$ cat config.mk
export PLATFORM = sky130hd
export DESIGN_NAME = aperture_remap
export DESIGN_NICKNAME = d
export VERILOG_FILES = /design/src/rtl/aperture_remap.sv
export SDC_FILE = /design/constraint.sdc
export NUM_CORES = 1
export LEC_CHECK = 0
export BUFFER_PORTS_ARGS = -buffer_cell sky130_fd_sc_hd__buf_2
export CAP_MARGIN = 15
export CORE_MARGIN = 2
export CORE_UTILIZATION = 52
export CTS_BUF_LIST = sky130_fd_sc_hd__clkbuf_4 sky130_fd_sc_hd__clkbuf_8
export DETAILED_ROUTE_END_ITERATION = 6
export GPL_TIMING_DRIVEN = 1
export HOLD_SLACK_MARGIN = 0.1
export PLACE_DENSITY = 0.72
export SYNTH_ARGS = -nofsm -noshare
export SYNTH_HDL_FRONTEND = slang
export SYNTH_SLANG_ARGS = --single-unit
$ cat constraint.sdc
create_clock -name clk -period 5.47 [get_ports clk]
set_clock_uncertainty 0.15 [all_clocks]
set_input_delay 0.8205 -clock clk [delete_from_list [all_inputs] [get_ports clk]]
set_output_delay 0.8205 -clock clk [all_outputs]
set_load 0.03 [all_outputs]
$ cat src/rtl/aperture_remap.sv
module aperture_remap #(
  parameter int AW  = 32,
  parameter int SW  = 4,
  parameter int CAW = 5
) (
  input  logic          clk,
  input  logic          rst_n,
  input  logic          cfg_we,
  input  logic [CAW-1:0] cfg_addr,
  input  logic [31:0]   cfg_wdata,
  output logic [31:0]   cfg_rdata,
  input  logic          lk_valid,
  input  logic [AW-1:0] lk_addr,
  output logic          res_valid,
  output logic          res_derr,
  output logic [SW-1:0] res_slave,
  output logic [AW-1:0] res_addr
);
  localparam int NAP = 1 << SW;
  localparam int TW  = NAP * SW;
  localparam int HW  = TW / 2;
  localparam int LOW = AW - SW;

  logic [TW-1:0] sh_sel_q, sh_off_q, ac_sel_q, ac_off_q;

  wire             aligned = (cfg_addr[1:0] == 2'b00);
  wire [CAW-3:0]   widx    = cfg_addr[CAW-1:2];
  wire [SW-1:0]    ap      = lk_addr[AW-1:LOW];
  wire [SW-1:0]    hit_sel = ac_sel_q[ap*SW +: SW];
  wire [SW-1:0]    hit_off = ac_off_q[ap*SW +: SW];
  wire             unmapped = (hit_sel == '0);

  always_ff @(posedge clk) begin
    if (!rst_n) begin
      sh_sel_q <= '0;
      sh_off_q <= '0;
      ac_sel_q <= '0;
      ac_off_q <= '0;
    end else if (cfg_we && aligned) begin
      case (widx)
        3'd0: sh_sel_q[HW-1:0]  <= cfg_wdata[HW-1:0];
        3'd1: sh_sel_q[TW-1:HW] <= cfg_wdata[HW-1:0];
        3'd2: sh_off_q[HW-1:0]  <= cfg_wdata[HW-1:0];
        3'd3: sh_off_q[TW-1:HW] <= cfg_wdata[HW-1:0];
        3'd4: if (cfg_wdata[0]) begin
          ac_sel_q <= sh_sel_q;
          ac_off_q <= sh_off_q;
        end
        default: ;
      endcase
    end
  end

  always_comb begin
    cfg_rdata = '0;
    if (aligned) begin
      case (widx)
        3'd0: cfg_rdata[HW-1:0] = sh_sel_q[HW-1:0];
        3'd1: cfg_rdata[HW-1:0] = sh_sel_q[TW-1:HW];
        3'd2: cfg_rdata[HW-1:0] = sh_off_q[HW-1:0];
        3'd3: cfg_rdata[HW-1:0] = sh_off_q[TW-1:HW];
        default: cfg_rdata = '0;
      endcase
    end
  end

  always_ff @(posedge clk) begin
    if (!rst_n) begin
      res_valid <= 1'b0;
      res_derr  <= 1'b0;
      res_slave <= '0;
      res_addr  <= '0;
    end else begin
      res_valid <= lk_valid;
      res_derr  <= lk_valid && unmapped;
      res_slave <= lk_valid ? hit_sel : '0;
      res_addr  <= (lk_valid && !unmapped) ? {hit_off, lk_addr[LOW-1:0]} : '0;
    end
  end
endmodule

==> impl_metrics.tcl, run 1 <==
set metrics [dict create \
    netlist_instances 1387 \
    worst_ep_required_time_ps 4500 \
    synth-main-ff-cell "dfxtp_1" \
    yosys_warnings 0 \
    overflow 0 \
    dpl.hpwl_mm 22.19 \
    io_buffers 142 \
    cts_max_level 2 \
    swShare 0.2235 \
    cpMostUsedCell "buf_2" \
    slowest_delay_ps 830 \
    switchingPower_mw 0.9861 \
    fmax_mhz 283.9 \
    finalSetupViolCount 0 \
    netlist_top_cells_area "dfxtp_1 (48%), nand2_1 (16%), a21boi_0 (16%), mux4_2 (5.4%), a22oi_1 (4.1%)" \
    core_um2 22780 \
    grt_pass1_wl_mm 54.71 \
    tightest_slew_ps 1123 \
    synth_top_area_cell "dfxtp_1" \
    clk_pin_slew_ps 60 \
    syn-cell-area_um2 12150 \
    routedWlPerCell_um 19.55 \
    track_usage 0.2885 \
    leakage_nw 4.962 \
    crit_fanout 34 \
    fin_crit_sh 0.6438 \
    post_cts_buffers 0 \
    rsz0062_at_grt "no" \
    outcome "complete, no violations" \
    drive_above_1_share 0.1878 \
    peakVddDrop_mv 0.2238 \
    path_class "in -> out" \
    period_needed_ps 3522 \
    syn_nets 1460 \
    final_nets 1549 \
    vias_per_cell 5.623 \
    yosysSeqAreaShare 0.4843 \
    synth_cell_types 29 \
    drt-initial-drc-count 1091 \
    p_per_area_nw_per_um2 315.6 \
    clk_latency_ps 560 \
    r2r_setup_slack_ps 3020 \
    hold_viol 0 \
    ys_async_sr_fraction 0 \
    clkPwrFrac 0.472 \
    end_kind "output pin" \
    stdcell_count 1826 \
    antenna_found_initial 1 \
    pre_cts_slack_ps 1727 \
    synth_commonest_cells "nand2_1 (521), dfxtp_1 (294), a21boi_0 (256), clkbuf_1 (108), a22oi_1 (67)" \
    worst_slack_ps 1948 \
    antenna_left 0 \
    clock_path_buffers 3 \
    slew_violations 0 \
    crit_family "simple AND/OR/NAND/NOR gates" \
    p_total_mw 4.411 \
    combPwrFrac 0.039 \
    placed_cells 1739 \
    slew_headroom 0.2510 \
    synth-seq-cells 294 \
    die_area_um2 24610 \
    syn_area_per_cell_um2 8.761 \
    syn_to_final_growth_pct 15.04 \
    grt_max_degree 138 \
    cp_slowest_cell "and3b_2" \
    p_seq_frac 0.489 \
    die_w_um 156.9 \
    hold_buffers 0 \
    cts_resized 0 \
    synth_edf_count 0 \
    hold_class "reg -> reg" \
    internal_power_mw 3.425 \
    drtPass1Iterations 5 \
    place.gp.congestion 0.8529 \
    cts_inserted_buffers 48 \
    wl_mm 35.70 \
    cts_tree "built" \
    pin_count 143 \
    cts.sinks 294 \
    grt_pass1_vias 9774 \
    tns_ps 0 \
    vias 10270 \
    clockRootBuffer "clkbuf_8" \
    maxCapViolCount 0 \
    route.detailed.drc 0 \
    die_y_um 156.9 \
    synth_top_area_share 0.4843 \
    start_util 0.5335 \
    critical_path.cell_chain "buf_2, and3b_2, a22oi_1, a21oi_1, buf_2" \
    yosysMostFrequentCell "nand2_1" \
    worstSetupStartpointType "input pin" \
    crit_arrival_ps 2550 \
    worst-path-buf-inv 2 \
    num_rows 55 \
]
cell type report:
type	count	area, um^2
fill	1999	8798
sequential	294	5886
multi-input combinational	975	5801
clock buffer	81	1015
timing repair buffer	156	822.0
tap	313	391.6
clock inverter	5	58.81
inverter	1	3.754
antenna	1	2.502
sequential cells by signal, summed over array words and instances, names as in the netlist:
signal,flops
res_addr,32
ac_off_q,64
sh_off_q,64
sh_sel_q,64
ac_sel_q,64
res_derr,1
res_valid,1
res_slave,4
power by group through the flow:
stage / sequential, mW / clock, mW / combinational (mW)
after floorplan: 2.20 / 0 / 0.0978
final: 2.16 / 2.08 / 0.174
after global placement: 2.20 / 0 / 0.171
after detailed placement: 2.20 / 0 / 0.171
after global routing: 2.15 / 2.20 / 0.184
after CTS: 2.16 / 2.10 / 0.172
worst register-to-register path, stage by stage (launching register included):
cell,delay (ps)
dfxtp_1,340
mux4_2,450
a22oi_1,240
nand3_1,140
or4_4,720
and3_2,300
stage by stage:
| stage | utilization | hold slack [ps] | instance area, um^2 |
|---|---|---|---|
| 6_report | 0.6137 | 313.3 | 13980 |
| 5_1_grt | 0.6137 | 310.1 | 13980 |
| 4_1_cts | 0.6136 | 315.7 | 13980 |
| 3_5_place_dp | 0.5665 | 307.7 | 12900 |
| 3_3_place_gp | 0.5665 | 299.8 | 12900 |
| 2_1_floorplan | - | 288.6 | 12150 |
final timing paths:
| path | end | depth (start not counted) | from |
|---|---|---|---|
| worst min-delay path | ac_off_q[8] | 2 | ac_off_q[8] |
| worst min register to register | ac_off_q[8] | 2 | ac_off_q[8] |
| worst max register to register | res_addr[0] | 5 | ac_sel_q[1] |
| worst max-delay path | cfg_rdata[9] | 5 | cfg_addr[4] |
logic make-up (layout without fill, tap and decap cells):
| family | count (synthesis) | after routing | synth area share |
|---|---|---|---|
| AO/OA/AOI/OAI | 360 | 360 | 0.2158 |
| buffers and inverters | 118 | 243 | 0.04047 |
| flip-flops | 294 | 294 | 0.4843 |
| multiplexers | 36 | 36 | 0.06888 |
| AND/OR/NAND/NOR | 579 | 579 | 0.1905 |
| other | 0 | 1 | 0 |
cell usage in the layout, fill, tap and decap left out, drive strengths merged, types with 2 or more instances in the layout:
cell type	instances
buf	156
nor2	3
nand2	521
clkbuf	81
and3	32
nand3	8
nor3b	3
mux4	36
clkinvlp	2
and2	4
clkinv	2
dfxtp	294
a31oi	4
a21oi	32
nor2b	2
a21boi	256
a22oi	68
per-layer routing:
layer  vias to the layer above  global-route usage  share of wire
li1                       4888                   -              -
met1                      4840              0.3921           0.43
met2                       472              0.4618           0.46
met3                        68             0.05179          0.087
met4                         0              0.1040          0.025
met5                         -                   0              0
Power figures use the tool's default switching activity.
==> inputs of run 2 (changes only) <==
Clock period 5.47 ns to 3.5 ns, I/O delays scaled along.
==> run 2 against run 1 <==
Net effect:
- final area up 3.1%
- sequential share of layout area shrank 1.3 points
- global-route usage up 0.81 points
- critical endpoint is now cfg_rdata[22]
- die area is the same
- via count grew 1.9%
- clock-buffer cell count shrank 6
- register-to-register slack worse by 2000 ps
- final cell count up 2.5%
- total power increased by 53%
- first-iteration DRC count is 5.5% lower
- sequential power is 56% higher
- critical path depth unchanged
- critical path type unchanged
==> impl_metrics.tcl, run 2 (same netlist as run 1, synthesis figures left out) <==
set metrics [dict create \
    end_kind "output pin" \
    clockRootBuffer "clkbuf_8" \
    antenna_left 0 \
    final_util 0.6329 \
    cts_inserted_buffers 47 \
    pin_count 143 \
    routedWlPerCell_um 19.43 \
    vias_per_cell 5.594 \
    maxCapViolCount 0 \
    fmax_mhz 353.4 \
    cts_max_level 2 \
    start_util 0.5335 \
    multi_input_area_um2 5792 \
    drive_above_1_share 0.1818 \
    wl_mm 36.35 \
    rr_endpoint "res_addr[0]" \
    io_buffers 142 \
    cts.sinks 294 \
    syn_to_final_growth_pct 18.64 \
    drtPass1Iterations 7 \
    finalSetupViolCount 0 \
    seq_area_um2 5886 \
    rr_worst_depth 5 \
    timing.rr.start "ac_sel_q[1]" \
    crit_start "cfg_addr[4]" \
    worst_ep_required_time_ps 2820 \
    dpl.hpwl_mm 22.98 \
    path_class "in -> out" \
    route.detailed.drc 0 \
    die_w_um 156.9 \
    min_from "cfg_wdata[25]" \
    grt_max_degree 138 \
    min_path_cells 3 \
    leakage_nw 5.151 \
    pre_cts_slack_ps 411.1 \
    outcome "complete, no violations" \
    num_rows 55 \
    period_needed_ps 2830 \
    r2r_setup_slack_ps 1060 \
    track_usage 0.2966 \
    tns_ps 0 \
    p_per_area_nw_per_um2 468.0 \
    slew_headroom 0.2535 \
    rsz0062_at_grt "no" \
    mostFrequentLayoutCell "nand2_1" \
    final_cell_mix "nand2_1 (521), dfxtp_1 (294), a21boi_0 (256), buf_2 (141), a22oi_1 (67)" \
    slew_violations 0 \
    cts_tree "built" \
    peakVddDrop_mv 0.3143 \
    drt-initial-drc-count 1031 \
    holdPathEnd "sh_sel_q[57]" \
    clk_pin_slew_ps 60 \
    clk_latency_ps 560 \
    fill_cells 1943 \
    core_um2 22780 \
    die_area_um2 24610 \
    grt_pass1_vias 10200 \
    fin_crit_sh 0.8085 \
    worst_slack_ps 670.1 \
    clock_path_buffers 3 \
    die_y_um 156.9 \
    grt_pass1_wl_mm 56.39 \
    cts_resized 0 \
    hold_viol 0 \
    final_nets 1597 \
    vias 10470 \
    antenna_found_initial 0 \
    place.gp.congestion 0.8846 \
    crit_arrival_ps 2150 \
    overflow 0 \
    hold_class "in -> reg" \
    worstSetupStartpointType "input pin" \
    tightest_slew_ps 1120 \
    crit_fanout 15 \
]
[run 2: per-stage QoR]
step | std cells | cell area [um^2] | power (mW) | hold slack [ps]
2_1_floorplan | 1387 | 12150 | 3.594 | 288.6
3_3_place_gp | 1748 | 13030 | 3.712 | 301.7
3_5_place_dp | 1748 | 13030 | 3.713 | 308.0
4_1_cts | 1870 | 14410 | 6.772 | 100.4
5_1_grt | 1870 | 14410 | 6.949 | 119.1
6_report | 1871 | 14420 | 6.747 | 122.1
[run 2: area by class of cell]
type / count / area share
inverters: 1 / 0.0002604
well taps: 313 / 0.02717
multi-input cells: 975 / 0.4018
clock buffers: 75 / 0.06379
repair buffers: 205 / 0.09382
flip-flops and latches: 294 / 0.4083
clock inverters: 7 / 0.004773
diodes: 1 / 0.0001736
[run 2: metal layers]
metal / wire, um / global-route usage
met1: 15500 / 0.4002
met2: 16240 / 0.4697
met3: 3093 / 0.04625
met4: 1514 / 0.1354
met5: 0 / 0
[run 2: where the power goes]
group	leakage, nW	internal [mW]	total [mW]	switching (mW)
sequential	2.37	3.36	3.37	0.00930
combinational	2.26	0.136	0.313	0.177
clock	0.523	1.74	3.06	1.33
total	5.15	5.23	6.75	1.52
[run 2: worst max path at each step]
stage                     to  slack, ps  cells past startpoint
2_1_floorplan   cfg_rdata[0]        760                      5
3_3_place_gp     res_addr[0]        430                      7
3_5_place_dp     res_addr[0]        410                      7
4_1_cts        cfg_rdata[22]        730                      5
5_1_grt        cfg_rdata[22]        680                      5
6_report       cfg_rdata[22]        670                      5
[run 2: worst max-delay path: stages]
cell     delay [ps]
buf_2           150
or3_1           690
buf_4           310
a21oi_1         230
buf_2           250
[run 2: timing repair]
item	CTS	global route
hold endpoints to repair	65	0
hold buffers	40	0
buffers inserted	0	0
